`config.mk`:
```
export PLATFORM = sky130hd
export DESIGN_NAME = fsp_poller
export DESIGN_NICKNAME = d
export VERILOG_FILES = /design/src/rtl/fsp_pkg.sv /design/src/rtl/fsp_arm_counter.sv /design/src/rtl/fsp_detect.sv /design/src/rtl/fsp_read_budget.sv /design/src/rtl/fsp_poller.sv
export SDC_FILE = /design/constraint.sdc
export NUM_CORES = 1
export LEC_CHECK = 0
export ABC_AREA = 1
export BUFFER_PORTS_ARGS = -buffer_cell sky130_fd_sc_hd__buf_2
export CORE_MARGIN = 3
export CORE_UTILIZATION = 44
export CTS_BUF_LIST = sky130_fd_sc_hd__clkbuf_4
export DETAILED_ROUTE_END_ITERATION = 8
export GPL_TIMING_DRIVEN = 0
export SLEW_MARGIN = 25
export SYNTH_ARGS = -nofsm -noshare
export SYNTH_HDL_FRONTEND = slang
export SYNTH_SLANG_ARGS = --single-unit
```
`constraint.sdc`:
```
create_clock -name clk -period 2.53 [get_ports clk]
set_input_delay 0.253 -clock clk [delete_from_list [all_inputs] [get_ports clk]]
set_output_delay 0.253 -clock clk [all_outputs]
set_load 0.01 [all_outputs]
```
`src/rtl/fsp_pkg.sv`:
```
package fsp_pkg;

  typedef enum logic [1:0] {
    ST_IDLE  = 2'd0,
    ST_ARM   = 2'd1,
    ST_ISSUE = 2'd2,
    ST_WAIT  = 2'd3
  } fsp_state_e;

  localparam int unsigned POLL_BIT   = 7;
  localparam int unsigned TOGGLE_BIT = 6;

  // Completion verdict for one returned status read.
  function automatic logic poll_hit(input logic toggle_mode,
                                    input logic erase,
                                    input logic expect_b,
                                    input logic have_prev,
                                    input logic prev_b6,
                                    input logic cur_b7,
                                    input logic cur_b6);
    logic verdict;
    if (toggle_mode)
      verdict = have_prev && (prev_b6 == cur_b6);
    else if (erase)
      verdict = cur_b7;
    else
      verdict = (cur_b7 == expect_b);
    return verdict;
  endfunction

endpackage

```
`src/rtl/fsp_arm_counter.sv`:
```
module fsp_arm_counter #(
  parameter int unsigned PROG_EDGES  = 4,
  parameter int unsigned ERASE_EDGES = 6
) (
  input  logic clk,
  input  logic rst_n,
  input  logic clear,
  input  logic count_en,
  input  logic erase,
  output logic arm_hit
);
  localparam int unsigned MAX_EDGES = (PROG_EDGES > ERASE_EDGES) ? PROG_EDGES : ERASE_EDGES;
  localparam int unsigned CW        = $clog2(MAX_EDGES + 1);
  localparam logic [CW-1:0] PROG_T  = CW'(PROG_EDGES);
  localparam logic [CW-1:0] ERASE_T = CW'(ERASE_EDGES);

  logic [CW-1:0] edge_cnt;
  logic [CW-1:0] target;

  assign target  = erase ? ERASE_T : PROG_T;
  assign arm_hit = count_en && (edge_cnt == target - 1'b1);

  always_ff @(posedge clk or negedge rst_n) begin
    if (!rst_n)        edge_cnt <= '0;
    else if (clear)    edge_cnt <= '0;
    else if (count_en) edge_cnt <= edge_cnt + 1'b1;
  end
endmodule

```
`src/rtl/fsp_detect.sv`:
```
module fsp_detect #(
  parameter int unsigned DATA_W = 16
) (
  input  logic              clk,
  input  logic              rst_n,
  input  logic              clear,
  input  logic              sample,
  input  logic              toggle_mode,
  input  logic              erase,
  input  logic              expect_b,
  input  logic [DATA_W-1:0] rd_data,
  output logic              hit
);
  import fsp_pkg::*;

  logic have_prev;
  logic prev_b6;

  assign hit = poll_hit(toggle_mode, erase, expect_b, have_prev, prev_b6,
                        rd_data[POLL_BIT], rd_data[TOGGLE_BIT]);

  always_ff @(posedge clk or negedge rst_n) begin
    if (!rst_n) begin
      have_prev <= 1'b0;
      prev_b6   <= 1'b0;
    end else if (clear) begin
      have_prev <= 1'b0;
      prev_b6   <= 1'b0;
    end else if (sample) begin
      have_prev <= 1'b1;
      prev_b6   <= rd_data[TOGGLE_BIT];
    end
  end
endmodule

```
`src/rtl/fsp_read_budget.sv`:
```
module fsp_read_budget #(
  parameter int unsigned CNT_W = 16
) (
  input  logic             clk,
  input  logic             rst_n,
  input  logic             clear,
  input  logic             sample,
  input  logic [CNT_W-1:0] limit,
  output logic             spent
);
  logic [CNT_W-1:0] reads_done;

  // True when the read being answered now uses up the budget.
  function automatic logic budget_spent(input logic [CNT_W-1:0] done_so_far,
                                        input logic [CNT_W-1:0] lim);
    logic [CNT_W:0] after;
    after = {1'b0, done_so_far} + 1'b1;
    return after >= {1'b0, lim};
  endfunction

  assign spent = budget_spent(reads_done, limit);

  always_ff @(posedge clk or negedge rst_n) begin
    if (!rst_n)      reads_done <= '0;
    else if (clear)  reads_done <= '0;
    else if (sample) reads_done <= reads_done + 1'b1;
  end
endmodule

```
`src/rtl/fsp_poller.sv`:
```
module fsp_poller #(
  parameter int unsigned DATA_W      = 16,
  parameter int unsigned CNT_W       = 16,
  parameter int unsigned PROG_EDGES  = 4,
  parameter int unsigned ERASE_EDGES = 6
) (
  input  logic              clk,
  input  logic              rst_n,
  input  logic              start,
  input  logic              op_erase,
  input  logic              poll_toggle,
  input  logic              expect_d7,
  input  logic [CNT_W-1:0]  read_limit,
  input  logic              wr_rise,
  output logic              rd_strobe,
  input  logic              rd_valid,
  input  logic [DATA_W-1:0] rd_data,
  output logic              done,
  output logic              err
);
  import fsp_pkg::*;

  fsp_state_e       state, state_nx;
  logic             erase_q, toggle_q, expect_q;
  logic [CNT_W-1:0] limit_q;
  logic             done_q, err_q;

  // Named internal events
  logic start_acc;
  logic edge_en;
  logic arm_hit;
  logic sample;
  logic hit;
  logic spent;
  logic finish_ok;
  logic finish_bad;

  assign start_acc  = (state == ST_IDLE) && start;
  assign edge_en    = (state == ST_ARM) && wr_rise;
  assign sample     = (state == ST_WAIT) && rd_valid;
  assign finish_ok  = sample && hit;
  assign finish_bad = sample && !hit && spent;

  fsp_arm_counter #(
    .PROG_EDGES (PROG_EDGES),
    .ERASE_EDGES(ERASE_EDGES)
  ) u_arm (
    .clk     (clk),
    .rst_n   (rst_n),
    .clear   (start_acc),
    .count_en(edge_en),
    .erase   (erase_q),
    .arm_hit (arm_hit)
  );

  fsp_detect #(.DATA_W(DATA_W)) u_detect (
    .clk        (clk),
    .rst_n      (rst_n),
    .clear      (start_acc),
    .sample     (sample),
    .toggle_mode(toggle_q),
    .erase      (erase_q),
    .expect_b   (expect_q),
    .rd_data    (rd_data),
    .hit        (hit)
  );

  fsp_read_budget #(.CNT_W(CNT_W)) u_budget (
    .clk   (clk),
    .rst_n (rst_n),
    .clear (start_acc),
    .sample(sample),
    .limit (limit_q),
    .spent (spent)
  );

  always_comb begin
    state_nx = state;
    unique case (state)
      ST_IDLE:  if (start_acc) state_nx = ST_ARM;
      ST_ARM:   if (arm_hit)   state_nx = ST_ISSUE;
      ST_ISSUE: state_nx = ST_WAIT;
      ST_WAIT:  if (sample)    state_nx = (hit || spent) ? ST_IDLE : ST_ISSUE;
      default:  state_nx = ST_IDLE;
    endcase
  end

  always_ff @(posedge clk or negedge rst_n) begin
    if (!rst_n) begin
      state    <= ST_IDLE;
      erase_q  <= 1'b0;
      toggle_q <= 1'b0;
      expect_q <= 1'b0;
      limit_q  <= '0;
      done_q   <= 1'b0;
      err_q    <= 1'b0;
    end else begin
      state <= state_nx;
      if (start_acc) begin
        erase_q  <= op_erase;
        toggle_q <= poll_toggle;
        expect_q <= expect_d7;
        limit_q  <= read_limit;
        done_q   <= 1'b0;
        err_q    <= 1'b0;
      end else begin
        if (finish_ok)  done_q <= 1'b1;
        if (finish_bad) err_q  <= 1'b1;
      end
    end
  end

  assign rd_strobe = (state == ST_ISSUE);
  assign done      = done_q;
  assign err       = err_q;
endmodule

```
==> flow_metrics.py <==
metrics = {
    "detailed_routing": {
        "ant_nets": 0,
        "firstDrtPassIters": 4,
        "drc_errors": 0,
        "first_iter_violations": 86,
        "dr_total_vias": 2138,
        "routed_wl_um": 5560,
        "vias_per_cell": 4.86,
        "wl_per_cell_um": 12.6,
    },
    "setup_path": {
        "arrival_ns": 2.75,
        "crit_chain": "ha_4 > nand2_2 > nor2_2 > nand2_2 > inv_2 > nand2_2 > nor2_2 > xor2_1 > inv_1 > ha_4 > nand2_4 > nor2_4 > nand2_1 > o21ai_1 > nand2_1 > nand3_2 > nand2_2 > a21oi_2",
        "worstPathMaxFanout": 3,
        "crit_required_ns": 2.81,
        "critPathKind": "reg -> reg",
        "reg2reg_from": "u_budget.reads_done[1]",
        "worstRegToRegCells": 18,
        "cp_slowest_stage_delay_ns": 0.42,
        "cpMostUsedCell": "nand2_2",
        "r2r_end": "err",
        "cp-end-kind": "flop",
        "rrSetupSlack_ns": 0.06,
        "worst_setup_path_start_kind": "flop",
        "slowest_stage": "dfrtp_1",
    },
    "yosys": {
        "synth_top_family_by_area": "simple AND/OR/NAND/NOR gates",
        "syn-instance-count": 327,
        "syn_nets": 385,
        "synth_adder_area_share_pct": 8.81,
        "avgSynthCellArea_um2": 7.81,
        "synthMuxAreaShare_pct": 0.392,
        "synth_xor_area_share_pct": 3.04,
        "synth-seq-cells": 44,
        "synth-seq-area-share_pct": 43.1,
        "synthSimpleGateAreaFrac_pct": 21.4,
        "syn-cell-area_mm2": 0.00255,
        "ys_warn_count": 0,
        "synth_cell_types": 28,
        "synth_compound_area_share_pct": 12.7,
    },
    "pwr": {
        "p_leak_nw": 1.56,
        "irDropWorstVdd_mv": 0.397,
        "cellPowerDensity_mw_per_mm2": 970,
        "total_power_mw": 2.89,
    },
    "cells_and_area": {
        "num_antenna_cells": 0,
        "final_cell_area_mm2": 0.00298,
        "area_growth_pct": 16.5,
        "layout_commonest_cell": "nand2_1",
        "drive_above_1_share_pct": 18.8,
        "fin_cells": 440,
        "final_cell_mix": "75 x nand2_1, 63 x inv_1, 44 x dfrtp_1",
        "fillCellCount": 561,
        "nNetsFinal": 428,
    },
    "timing": {
        "rsz0062_at_grt": "true",
        "post-route-period-util_pct": 97.7,
        "period_needed_ns": 2.47,
        "setup_viol": 0,
        "whs_ns": 0.106,
        "finalHoldViolCount": 0,
        "fmax_mhz": 405,
        "slew_viol_final": 0,
        "fin_skew_ns": 0.0195,
        "max_slew_margin_pct": 61.9,
        "worst_slew_pin_slew_ns": 0.571,
    },
    "cts": {
        "clk_latency_ns": 0.36,
        "cts_tree": "built",
        "numCtsBuffers": 5,
        "cts-root-buf": "clkbuf_4",
        "cts-root-to-sink-buffers": 2,
        "h-tree-depth": 2,
        "cts_sinks": 44,
        "cts.clk_slew.worst_paths_ns": 0.12,
    },
    "place": {
        "portBuffers": 28,
        "dp_hpwl_um": 4180,
        "place_area_mm2": 0.00279,
        "gp_congestion": 0.827,
        "dpl.cell_count": 427,
    },
    "global_routing": {
        "grt_pass1_vias": 2100,
        "grt_start_max_net_pins": 45,
        "grt_antenna_before_repair": 0,
        "grtUsageTotal_pct": 18.5,
        "grt_overflow": 0,
        "grt_pass1_wl_um": 9540,
    },
    "worst_hold_path": {
        "hp-start": "read_limit[7]",
        "whs_path_depth": 3,
        "hold_end": "limit_q[7]",
        "hold_path_class": "in -> reg",
    },
    "floorplanning": {
        "num_rows": 27,
        "die_h_um": 82.2,
        "chipWidth_um": 82.2,
        "core_area_mm2": 0.00557,
        "die_area_mm2": 0.00676,
        "start_util_pct": 45.8,
        "io_pins": 43,
    },
    "run": {
        "cap_violations": 0,
    },
    "run_status": {
        "status": "complete, no violations",
    },
}
[layer usage]
| layer | vias up | routed length (um) | track usage (%) |
|---|---|---|---|
| met5 | - | 0 | 0 |
| met4 | 0 | 44 | 5.65 |
| met3 | 4 | 199 | 3.36 |
| met2 | 31 | 2630 | 30.5 |
| met1 | 988 | 2690 | 24.5 |
| li1 | 1115 | - | - |
[final cells by class]
cell class              instances  area, um^2  share of cell area [%]
plain buffers                   6        23.8                   0.799
inverters                      65         244                    8.20
multi-input cells             212        1270                    42.8
well taps                      72        90.1                    3.03
clock buffers                   5        37.5                    1.26
repair buffers                 36         205                    6.90
flip-flops and latches         44        1100                    37.0
[registers in the layout, summed over array words and instances, names as in the netlist]
signal               flops
done                     1
erase_q                  1
err                      1
expect_q                 1
limit_q                 16
state                    2
toggle_q                 1
u_arm.edge_cnt           3
u_budget.reads_done     16
u_detect.have_prev       1
u_detect.prev_b6         1
[critical path, delay by kind of cell (launching register included)]
| kind | cells | cell delay, ns |
|---|---|---|
| adders and majority gates | 2 | 0.44 |
| xor gates and xnor gates | 1 | 0.19 |
| and+or+nand+nor | 11 | 0.90 |
| AOI/OAI and AO/OA | 2 | 0.28 |
| buffers and inverters | 2 | 0.18 |
| DFF | 1 | 0.42 |
[logic make-up after synthesis]
kind of cell / count (synthesis)
simple gates: 127
fa+ha+maj: 18
buf+inv: 71
flops: 44
compound gates: 58
mux: 1
xor+xnor: 8
[stage by stage]
step                      worst slack [ns]  TNS [ns]  utilization [%]
final                               0.0578         0             53.4
after global placement              -0.173    -0.265             50.0
after detailed placement            -0.191    -0.288             50.0
after floorplan                      0.234         0                -
after global routing                -0.118    -0.159             53.4
after CTS                           0.0120         0             51.4
[synth_stat cells (all sizes together)]
library cell / instances / area (um^2)
nand2: 83 / 314
inv: 65 / 244
dfrtp: 44 / 1100
o21ai: 33 / 165
nor2: 22 / 108
ha: 18 / 225
nand3: 14 / 80.1
a21oi: 10 / 50.1
o22ai: 9 / 62.6
xor2: 7 / 61.3
clkbuf: 5 / 18.8
nor3: 4 / 20.0
nand4: 3 / 18.8
a22o: 2 / 17.5
o211ai: 2 / 15.0
a21o: 1 / 7.51
buf: 1 / 5.00
mux2i: 1 / 10.0
nand3b: 1 / 7.51
o21bai: 1 / 7.51
xnor2: 1 / 16.3
[power breakdown]
group | leakage [nW] | total (mW) | internal, mW | switching (mW)
logic | 0.968 | 1.43 | 0.548 | 0.886
registers | 0.567 | 1.15 | 0.986 | 0.161
clock network | 0.0230 | 0.305 | 0.0934 | 0.211
total | 1.56 | 2.89 | 1.63 | 1.26
[worst max path at each step]
stage / startpoint / endpoint / slack [ns] / depth (start not counted)
floorplan: u_budget.reads_done[0] / err / 0.23 / 18
global placement: u_budget.reads_done[0] / err / -0.17 / 18
detailed placement: u_budget.reads_done[0] / err / -0.19 / 18
CTS: u_budget.reads_done[0] / err / 0.01 / 18
global route: u_budget.reads_done[1] / err / -0.12 / 18
finish: u_budget.reads_done[1] / err / 0.06 / 18
[what timing repair did]
item                                   CTS  global route
setup endpoints to repair                2             2
setup buffers                            2             5
pin swaps                                1            19
endpoints found under the hold margin    0            44
resized for setup                        6            15
hold buffers                             0             1
Power figures use the tool's default switching activity.
